--- src/rtl/sih_pkg.sv ---
package sih_pkg;

  localparam int LINES = 2;
  localparam int IDX_W = 4;

  typedef enum logic [2:0] {
    SEL_CTRL,
    SEL_STAT0,
    SEL_MASK0,
    SEL_STAT1,
    SEL_MASK1,
    SEL_EDGE,
    SEL_NONE
  } rdSel_e;

  // Strobes from the register decoder to the datapath
  typedef struct packed {
    logic [LINES-1:0] wrMask;
    logic [LINES-1:0] clrStat;
    logic             clrByRead;
    logic             wrEdge;
    logic             rdEn;
    rdSel_e           rdSel;
    logic [IDX_W-1:0] idx;
    logic [7:0]       ctrlByte;
    logic             pendDis;
  } sihStrobe_t;

endpackage

--- src/rtl/sih_edge.sv ---
module sih_edge #(
  parameter int NUM_SRC = 24
) (
  input  logic                 clk,
  input  logic                 rstN,
  input  logic [NUM_SRC-1:0]   srcIn,
  input  logic [2*NUM_SRC-1:0] edgeCfg,
  output logic [NUM_SRC-1:0]   evt
);

  logic [NUM_SRC-1:0] syncA;
  logic [NUM_SRC-1:0] syncB;
  logic [NUM_SRC-1:0] prevQ;

  always_ff @(posedge clk or negedge rstN) begin
    if (!rstN) begin
      syncA <= '0;
      syncB <= '0;
      prevQ <= '0;
    end else begin
      syncA <= srcIn;
      syncB <= syncA;
      prevQ <= syncB;
    end
  end

  // upper bit of a field: rising, lower bit: falling
  for (genvar i = 0; i < NUM_SRC; i++) begin : g_src
    assign evt[i] = (syncB[i] & ~prevQ[i] & edgeCfg[2*i+1]) |
                    (~syncB[i] & prevQ[i] & edgeCfg[2*i]);
  end

endmodule

--- src/rtl/sih_ctrl.sv ---
module sih_ctrl
  import sih_pkg::*;
#(
  parameter int NUM_SRC = 24,
  parameter int ADDR_W  = 5
) (
  input  logic              clk,
  input  logic              rstN,
  input  logic [ADDR_W-1:0] regAddr,
  input  logic              regWr,
  input  logic              regRd,
  input  logic [1:0]        ctrlWdata,
  output sihStrobe_t        strobe
);

  localparam int SB        = (NUM_SRC + 7) / 8;
  localparam int EB        = (2 * NUM_SRC + 7) / 8;
  localparam int ST0_BASE  = 1;
  localparam int MK0_BASE  = ST0_BASE + SB;
  localparam int ST1_BASE  = MK0_BASE + SB;
  localparam int MK1_BASE  = ST1_BASE + SB;
  localparam int EDGE_BASE = MK1_BASE + SB;
  localparam int ADDR_END  = EDGE_BASE + EB;

  logic             corQ;
  logic             pendDisQ;
  rdSel_e           sel;
  logic [IDX_W-1:0] idx;
  int               addrI;

  assign addrI = int'(regAddr);

  always_comb begin
    sel = SEL_NONE;
    idx = '0;
    if (addrI == 0) begin
      sel = SEL_CTRL;
    end else if (addrI < MK0_BASE) begin
      sel = SEL_STAT0;
      idx = IDX_W'(addrI - ST0_BASE);
    end else if (addrI < ST1_BASE) begin
      sel = SEL_MASK0;
      idx = IDX_W'(addrI - MK0_BASE);
    end else if (addrI < MK1_BASE) begin
      sel = SEL_STAT1;
      idx = IDX_W'(addrI - ST1_BASE);
    end else if (addrI < EDGE_BASE) begin
      sel = SEL_MASK1;
      idx = IDX_W'(addrI - MK1_BASE);
    end else if (addrI < ADDR_END) begin
      sel = SEL_EDGE;
      idx = IDX_W'(addrI - EDGE_BASE);
    end
  end

  always_ff @(posedge clk or negedge rstN) begin
    if (!rstN) begin
      corQ     <= 1'b0;
      pendDisQ <= 1'b0;
    end else if (regWr && sel == SEL_CTRL) begin
      corQ     <= ctrlWdata[0];
      pendDisQ <= ctrlWdata[1];
    end
  end

  always_comb begin
    strobe            = '0;
    strobe.rdSel      = sel;
    strobe.idx        = idx;
    strobe.rdEn       = regRd;
    strobe.wrEdge     = regWr && (sel == SEL_EDGE);
    strobe.wrMask[0]  = regWr && (sel == SEL_MASK0);
    strobe.wrMask[1]  = regWr && (sel == SEL_MASK1);
    strobe.clrStat[0] = (sel == SEL_STAT0) && (corQ ? regRd : regWr);
    strobe.clrStat[1] = (sel == SEL_STAT1) && (corQ ? regRd : regWr);
    strobe.clrByRead  = corQ;
    strobe.pendDis    = pendDisQ;
    strobe.ctrlByte   = {6'b0, pendDisQ, corQ};
  end

endmodule

--- src/rtl/sih_datapath.sv ---
module sih_datapath
  import sih_pkg::*;
#(
  parameter int NUM_SRC = 24
) (
  input  logic                                          clk,
  input  logic                                          rstN,
  input  sihStrobe_t                                    strobe,
  input  logic [NUM_SRC-1:0]                            evt,
  input  logic [7:0]                                    regWdata,
  output logic [7:0]                                    regRdata,
  output logic [2*NUM_SRC-1:0]                          edgeCfg,
  output logic [LINES-1:0][8*((NUM_SRC+7)/8)-1:0]       statVec,
  output logic [LINES-1:0][8*((NUM_SRC+7)/8)-1:0]       maskVec,
  output logic [LINES-1:0]                              irqN,
  output logic [LINES-1:0]                              summary
);

  localparam int SB  = (NUM_SRC + 7) / 8;
  localparam int SBW = SB * 8;
  localparam int EB  = (2 * NUM_SRC + 7) / 8;
  localparam int EBW = EB * 8;

  logic [EBW-1:0] edgeQ;
  logic [SBW-1:0] evtPad;
  logic [7:0]     rdByte;
  logic [7:0]     rdataQ;

  assign evtPad = SBW'(evt);

  // shared edge configuration
  always_ff @(posedge clk or negedge rstN) begin
    if (!rstN) begin
      edgeQ <= '0;
    end else if (strobe.wrEdge) begin
      for (int b = 0; b < EB; b++) begin
        if (int'(strobe.idx) == b) edgeQ[8*b +: 8] <= regWdata;
      end
    end
  end

  assign edgeCfg = edgeQ[2*NUM_SRC-1:0];

  // per-line status, pending buffer, mask and outputs
  for (genvar l = 0; l < LINES; l++) begin : g_line
    logic [SBW-1:0] statQ;
    logic [SBW-1:0] pendQ;
    logic [SBW-1:0] maskQ;
    logic [SBW-1:0] clrV;
    logic           anyLive;
    logic           irqQ;
    logic           sumQ;

    always_comb begin
      clrV = '0;
      if (strobe.clrStat[l]) begin
        for (int b = 0; b < SB; b++) begin
          if (int'(strobe.idx) == b)
            clrV[8*b +: 8] = strobe.clrByRead ? statQ[8*b +: 8] : regWdata;
        end
      end
    end

    always_ff @(posedge clk or negedge rstN) begin
      if (!rstN) begin
        statQ <= '0;
        pendQ <= '0;
        maskQ <= '1;
      end else begin
        // new event wins; a clear reloads from the buffer
        statQ <= evtPad | (clrV & pendQ) | (~clrV & statQ);
        pendQ <= (~clrV | evtPad) &
                 (pendQ | (~clrV & evtPad & statQ & {SBW{~strobe.pendDis}}));
        if (strobe.wrMask[l]) begin
          for (int b = 0; b < SB; b++) begin
            if (int'(strobe.idx) == b) maskQ[8*b +: 8] <= regWdata;
          end
        end
      end
    end

    assign anyLive = |(statQ & ~maskQ);

    always_ff @(posedge clk or negedge rstN) begin
      if (!rstN) begin
        irqQ <= 1'b1;
        sumQ <= 1'b0;
      end else begin
        irqQ <= ~anyLive;
        sumQ <= anyLive;
      end
    end

    assign statVec[l] = statQ;
    assign maskVec[l] = maskQ;
    assign irqN[l]    = irqQ;
    assign summary[l] = sumQ;
  end

  // read mux
  always_comb begin
    rdByte = 8'h00;
    case (strobe.rdSel)
      SEL_CTRL: rdByte = strobe.ctrlByte;
      SEL_STAT0: for (int b = 0; b < SB; b++)
                   if (int'(strobe.idx) == b) rdByte = statVec[0][8*b +: 8];
      SEL_MASK0: for (int b = 0; b < SB; b++)
                   if (int'(strobe.idx) == b) rdByte = maskVec[0][8*b +: 8];
      SEL_STAT1: for (int b = 0; b < SB; b++)
                   if (int'(strobe.idx) == b) rdByte = statVec[1][8*b +: 8];
      SEL_MASK1: for (int b = 0; b < SB; b++)
                   if (int'(strobe.idx) == b) rdByte = maskVec[1][8*b +: 8];
      SEL_EDGE:  for (int b = 0; b < EB; b++)
                   if (int'(strobe.idx) == b) rdByte = edgeQ[8*b +: 8];
      default:   rdByte = 8'h00;
    endcase
  end

  always_ff @(posedge clk or negedge rstN) begin
    if (!rstN) rdataQ <= 8'h00;
    else if (strobe.rdEn) rdataQ <= rdByte;
  end

  assign regRdata = rdataQ;

endmodule

--- src/rtl/sih_bank.sv ---
module sih_bank
  import sih_pkg::*;
#(
  parameter int NUM_SRC = 24,
  parameter int ADDR_W  = 5
) (
  input  logic               clk,
  input  logic               rstN,
  input  logic [NUM_SRC-1:0] srcIn,
  input  logic [ADDR_W-1:0]  regAddr,
  input  logic               regWr,
  input  logic               regRd,
  input  logic [7:0]         regWdata,
  output logic [7:0]         regRdata,
  output logic [1:0]         irqN,
  output logic [1:0]         summary
);

  localparam int SBW = 8 * ((NUM_SRC + 7) / 8);

  sihStrobe_t                   strobe;
  logic [NUM_SRC-1:0]           evt;
  logic [2*NUM_SRC-1:0]         edgeCfg;
  logic [LINES-1:0][SBW-1:0]    statVec;
  logic [LINES-1:0][SBW-1:0]    maskVec;

  sih_ctrl #(.NUM_SRC(NUM_SRC), .ADDR_W(ADDR_W)) u_ctrl (
    .clk       (clk),
    .rstN      (rstN),
    .regAddr   (regAddr),
    .regWr     (regWr),
    .regRd     (regRd),
    .ctrlWdata (regWdata[1:0]),
    .strobe    (strobe)
  );

  sih_edge #(.NUM_SRC(NUM_SRC)) u_edge (
    .clk     (clk),
    .rstN    (rstN),
    .srcIn   (srcIn),
    .edgeCfg (edgeCfg),
    .evt     (evt)
  );

  sih_datapath #(.NUM_SRC(NUM_SRC)) u_dp (
    .clk      (clk),
    .rstN     (rstN),
    .strobe   (strobe),
    .evt      (evt),
    .regWdata (regWdata),
    .regRdata (regRdata),
    .edgeCfg  (edgeCfg),
    .statVec  (statVec),
    .maskVec  (maskVec),
    .irqN     (irqN),
    .summary  (summary)
  );

endmodule

--- config.mk ---
export PLATFORM = sky130hd
export DESIGN_NAME = sih_bank
export DESIGN_NICKNAME = d
export VERILOG_FILES = /design/src/rtl/sih_pkg.sv /design/src/rtl/sih_edge.sv /design/src/rtl/sih_ctrl.sv /design/src/rtl/sih_datapath.sv /design/src/rtl/sih_bank.sv
export SDC_FILE = /design/constraint.sdc
export NUM_CORES = 1
export LEC_CHECK = 0
export ABC_AREA = 1
export BUFFER_PORTS_ARGS = -buffer_cell sky130_fd_sc_hd__buf_2
export CAP_MARGIN = 15
export CORE_MARGIN = 10
export CORE_UTILIZATION = 25
export DETAILED_ROUTE_END_ITERATION = 10
export PLACE_DENSITY_LB_ADDON = 0.1
export SLEW_MARGIN = 15
export SYNTH_ARGS = -nofsm -noshare
export SYNTH_HDL_FRONTEND = slang
export SYNTH_HIERARCHICAL = 1
export SYNTH_SLANG_ARGS = --single-unit
--- constraint.sdc ---
create_clock -name clk -period 3.1 [get_ports clk]
set_input_delay 0 -clock clk [delete_from_list [all_inputs] [get_ports clk]]
set_output_delay 0 -clock clk [all_outputs]
set_load 0.005 [all_outputs]
==> metrics.cfg <==
[worst_setup_path]
timing.rr.start = u_ctrl/corQ$_DFFE_PN0P_
reg2reg_slack_ns = 0.72
crit_type = primary input to register
arrival_ns = 2.94
cp_max_fo = 16
reg2reg_depth = 9
end_kind = register
cp_data_required_time_ns = 3.56
start_kind = primary input
timing.rr.end = u_dp/g_line[1].statQ[16]$_DFF_PN0_

[clock_tree]
ctsLongestPathBuffers = 3
htreeDepth = 2
clkTransAtPathRegs_ns = 0.06
cts_sinks = 278
root_buffer = clkbuf_16
clkLatencyLatePin_ns = 0.56
cts_tree = built
numCtsBuffers = 37

[detailed_routing]
dr.pass1.iters = 5
drc = 0
routed_wl_um = 50800
dr.first_iter.drc_count = 860
wl_per_cell_um = 20.0
final_antenna_net_count = 0
drt-vias-per-instance = 4.67
vias = 11873

[synthesis]
avgSynthCellArea_um2 = 8.02
synth_seq_cells = 278
seq_area_frac_synth_pct = 51.2
syn-instance-count = 1710
synth_edf_count = 0
yosysUniqueCellTypes = 41
synthArstFlopShare_pct = 100
syn_area_mm2 = 0.0137
yosysWarnings = 6
synth_ff_type = dfrtp_1

[sta]
rsz0062_at_grt = no
slew_headroom_pct = 51.0
slew_violations = 0
hold_viol = 0
finalCriticalPeriod_ns = 2.48
fin_skew_ns = 0.0203
fin_crit_sh_pct = 79.9
clock.fmax_mhz = 404
setup-tns-final_ns = 0
worstMarginPinSlew_ns = 0.734
setup_slack_ns = 0.623
setup_violations = 0

[global_route]
top_usage_layer = met2
grt_overflow = 0
met2_usage_pct = 26.4
use_met1_pct = 20.5
track_usage_pct = 15.8
grt_max_degree = 76
grt_pass1_vias = 11743
grt_first_pass_wirelength_um = 75800
grt_antenna_before_repair = 1
grtUsageMet3_pct = 2.21

[worst_hold_path]
min_path_cells = 6
hp-class = primary input to register
min_from = regWdata[3]
holdPathEnd = u_dp/g_line[0].statQ[3]$_DFF_PN0_

[power_and_ir_drop]
finalPower_mw = 11.3
ir_drop_v = 0.000347
power_leakage_nw = 8.02
p_per_area_mw_per_mm2 = 684

[finish]
layout.cells.non_filler = 2540
areaGrowthSynthToFinish_pct = 20.6
fillers = 5861
utilization_pct = 30.6
drive_above_1_share_pct = 13.0
final_nets = 1865

[place]
placed_cells = 2438
hpwlAfterDp_um = 36600
pre_cts_ws_ns = 0.127
portBuffers = 52
globalplace.congestion = 0.851

[floorplanning]
die-area_mm2 = 0.0646
io_pins = 53
num_rows = 85
start_util_pct = 25.4
die_h_um = 254
core_area_mm2 = 0.0540
die_w_um = 254

[flow_run]
drv_cap = 0

[outcome]
outcome = completed

-- Yosys cell counts, types with 2 or more instances --
| master | count | area share, % |
|---|---|---|
| buf_2 | 14 | 0.51 |
| mux2_2 | 3 | 0.25 |
| ha_1 | 9 | 0.82 |
| a22oi_1 | 30 | 1.6 |
| nor3_2 | 3 | 0.22 |
| dfrtp_1 | 228 | 42 |
| nor2_1 | 130 | 3.6 |
| clkbuf_1 | 38 | 1.0 |
| buf_4 | 17 | 0.93 |
| xnor2_1 | 2 | 0.13 |
| a211o_1 | 30 | 1.9 |
| nor3_1 | 22 | 0.80 |
| dfstp_2 | 50 | 9.6 |
| nand3_1 | 254 | 9.3 |
| nor2_2 | 3 | 0.14 |
| nand2_1 | 351 | 9.6 |
| inv_2 | 10 | 0.27 |
| a21oi_1 | 37 | 1.4 |
| buf_1 | 8 | 0.22 |
| nand4_1 | 4 | 0.18 |
| or2_2 | 2 | 0.091 |
| nand3b_1 | 6 | 0.33 |
| o21ai_0 | 133 | 4.9 |
| nand2_2 | 5 | 0.23 |
| inv_1 | 260 | 7.1 |
| a2bb2oi_1 | 16 | 1.0 |
| o22ai_1 | 21 | 0.96 |
| o211ai_1 | 11 | 0.60 |
-- cells by family (layout without fill, tap and decap cells) --
| family | count (synthesis) | count (layout) | share of synthesized area, % |
|---|---|---|---|
| buf+inv | 348 | 475 | 10.1 |
| flops | 278 | 278 | 51.2 |
| mux | 3 | 3 | 0.246 |
| other cells | 1 | 8 | 0.0274 |
| compound gates | 285 | 285 | 12.7 |
| fa+ha+maj | 9 | 9 | 0.822 |
| xor+xnor | 3 | 3 | 0.192 |
| simple gates | 783 | 783 | 24.6 |
-- worst max-delay path, cell delays in order --
cell and delay, ns:
buf_2 0.16, inv_1 0.11, ha_1 0.22, o21ai_2 0.29
o21ai_0 0.12, inv_1 0.06, nand2_1 0.05, a21oi_1 0.40
buf_4 0.24, inv_2 0.09, nor2_2 0.17, nand2_2 0.11
inv_2 0.25, nand2_1 0.37, o21ai_0 0.30
-- sequential cells by signal, summed over array words and instances, names as in the netlist --
register and count:
u_dp/edgeCfg 48, u_dp/g_line.maskQ 48, u_dp/g_line.pendQ 48, u_dp/g_line.statQ 48, u_edge/prevQ 24, u_edge/syncA 24, u_edge/syncB 24, u_dp/regRdata 8
u_dp/g_line.irqQ 2, u_dp/g_line.sumQ 2, u_ctrl/corQ 1, u_ctrl/pendDisQ 1
-- layout make-up --
cell class,instances,area (um^2),share of cell area [%]
tap,696,871,5.27
clock buffer,58,1100,6.63
inverter,271,1020,6.15
clock inverter,8,95.1,0.575
multi-input combinational,1089,5330,32.2
sequential,278,7020,42.5
antenna,2,5.00,0.0303
timing repair buffer,138,1100,6.65
-- placed cells by master (no fill, tap or decap), types with 8 or more instances in the layout --
| cell type | synthesis | layout |
|---|---|---|
| a211o_1 | 30 | 30 |
| a21oi_1 | 37 | 37 |
| a22oi_1 | 30 | 30 |
| a2bb2oi_1 | 16 | 16 |
| buf_12 | 0 | 8 |
| buf_2 | 14 | 51 |
| buf_4 | 17 | 45 |
| clkbuf_1 | 38 | 13 |
| clkbuf_16 | 0 | 38 |
| dfrtp_1 | 228 | 228 |
| dfstp_2 | 50 | 50 |
| dlygate4sd3_1 | 0 | 33 |
| ha_1 | 9 | 9 |
| inv_1 | 260 | 260 |
| inv_2 | 10 | 10 |
| nand2_1 | 351 | 351 |
| nand3_1 | 254 | 254 |
| nor2_1 | 130 | 128 |
| nor3_1 | 22 | 22 |
| o211ai_1 | 11 | 11 |
| o21ai_0 | 133 | 133 |
| o22ai_1 | 21 | 21 |
-- worst max path at each step --
stage | from | to | slack [ns] | depth (start not counted)
final | regAddr[2] | u_dp/g_line[0].maskQ[22]$_DFFE_PN1P_ | 0.62 | 15
after floorplan | regAddr[1] | u_dp/g_line[1].statQ[23]$_DFF_PN0_ | 0.82 | 19
after CTS | regAddr[2] | u_dp/g_line[0].maskQ[22]$_DFFE_PN1P_ | 0.69 | 15
after global placement | regAddr[1] | u_dp/edgeCfg[19]$_DFFE_PN0P_ | 0.12 | 20
after detailed placement | regAddr[2] | u_dp/g_line[0].maskQ[20]$_DFFE_PN1P_ | 0.13 | 15
after global routing | regAddr[1] | u_dp/g_line[0].maskQ[18]$_DFFE_PN1P_ | 0.32 | 18
-- stage by stage --
step	hold WS, ns	instance area, um^2
after floorplan	-0.296	13700
after global placement	-0.0309	15000
after detailed placement	-0.0277	15000
after CTS	0.00204	16500
after global routing	0.0640	16500
final	0.0199	16500
-- where the power goes --
part / leakage [nW] / total, mW / switching [mW] / internal (mW)
sequential: 3.04 / 4.91 / 0.521 / 4.39
combinational: 4.40 / 2.14 / 1.38 / 0.758
clock: 0.585 / 4.25 / 1.73 / 2.53
total: 8.02 / 11.3 / 3.63 / 7.67
-- timing repair --
action | 4_1_cts | 5_1_grt
resized for setup | 0 | 0
hold endpoints to repair | 275 | 0
hold buffers | 34 | 0
buffers inserted | 0 | 0
-- metal layers --
metal	part of all wire (%)	wire, um	vias up
met5	0	0	-
met4	2.8	1440	0
met3	3.3	1680	72
met2	48	24200	194
met1	46	23400	5832
li1	-	-	5775
Note: power is estimated with default switching activity, not from simulation.
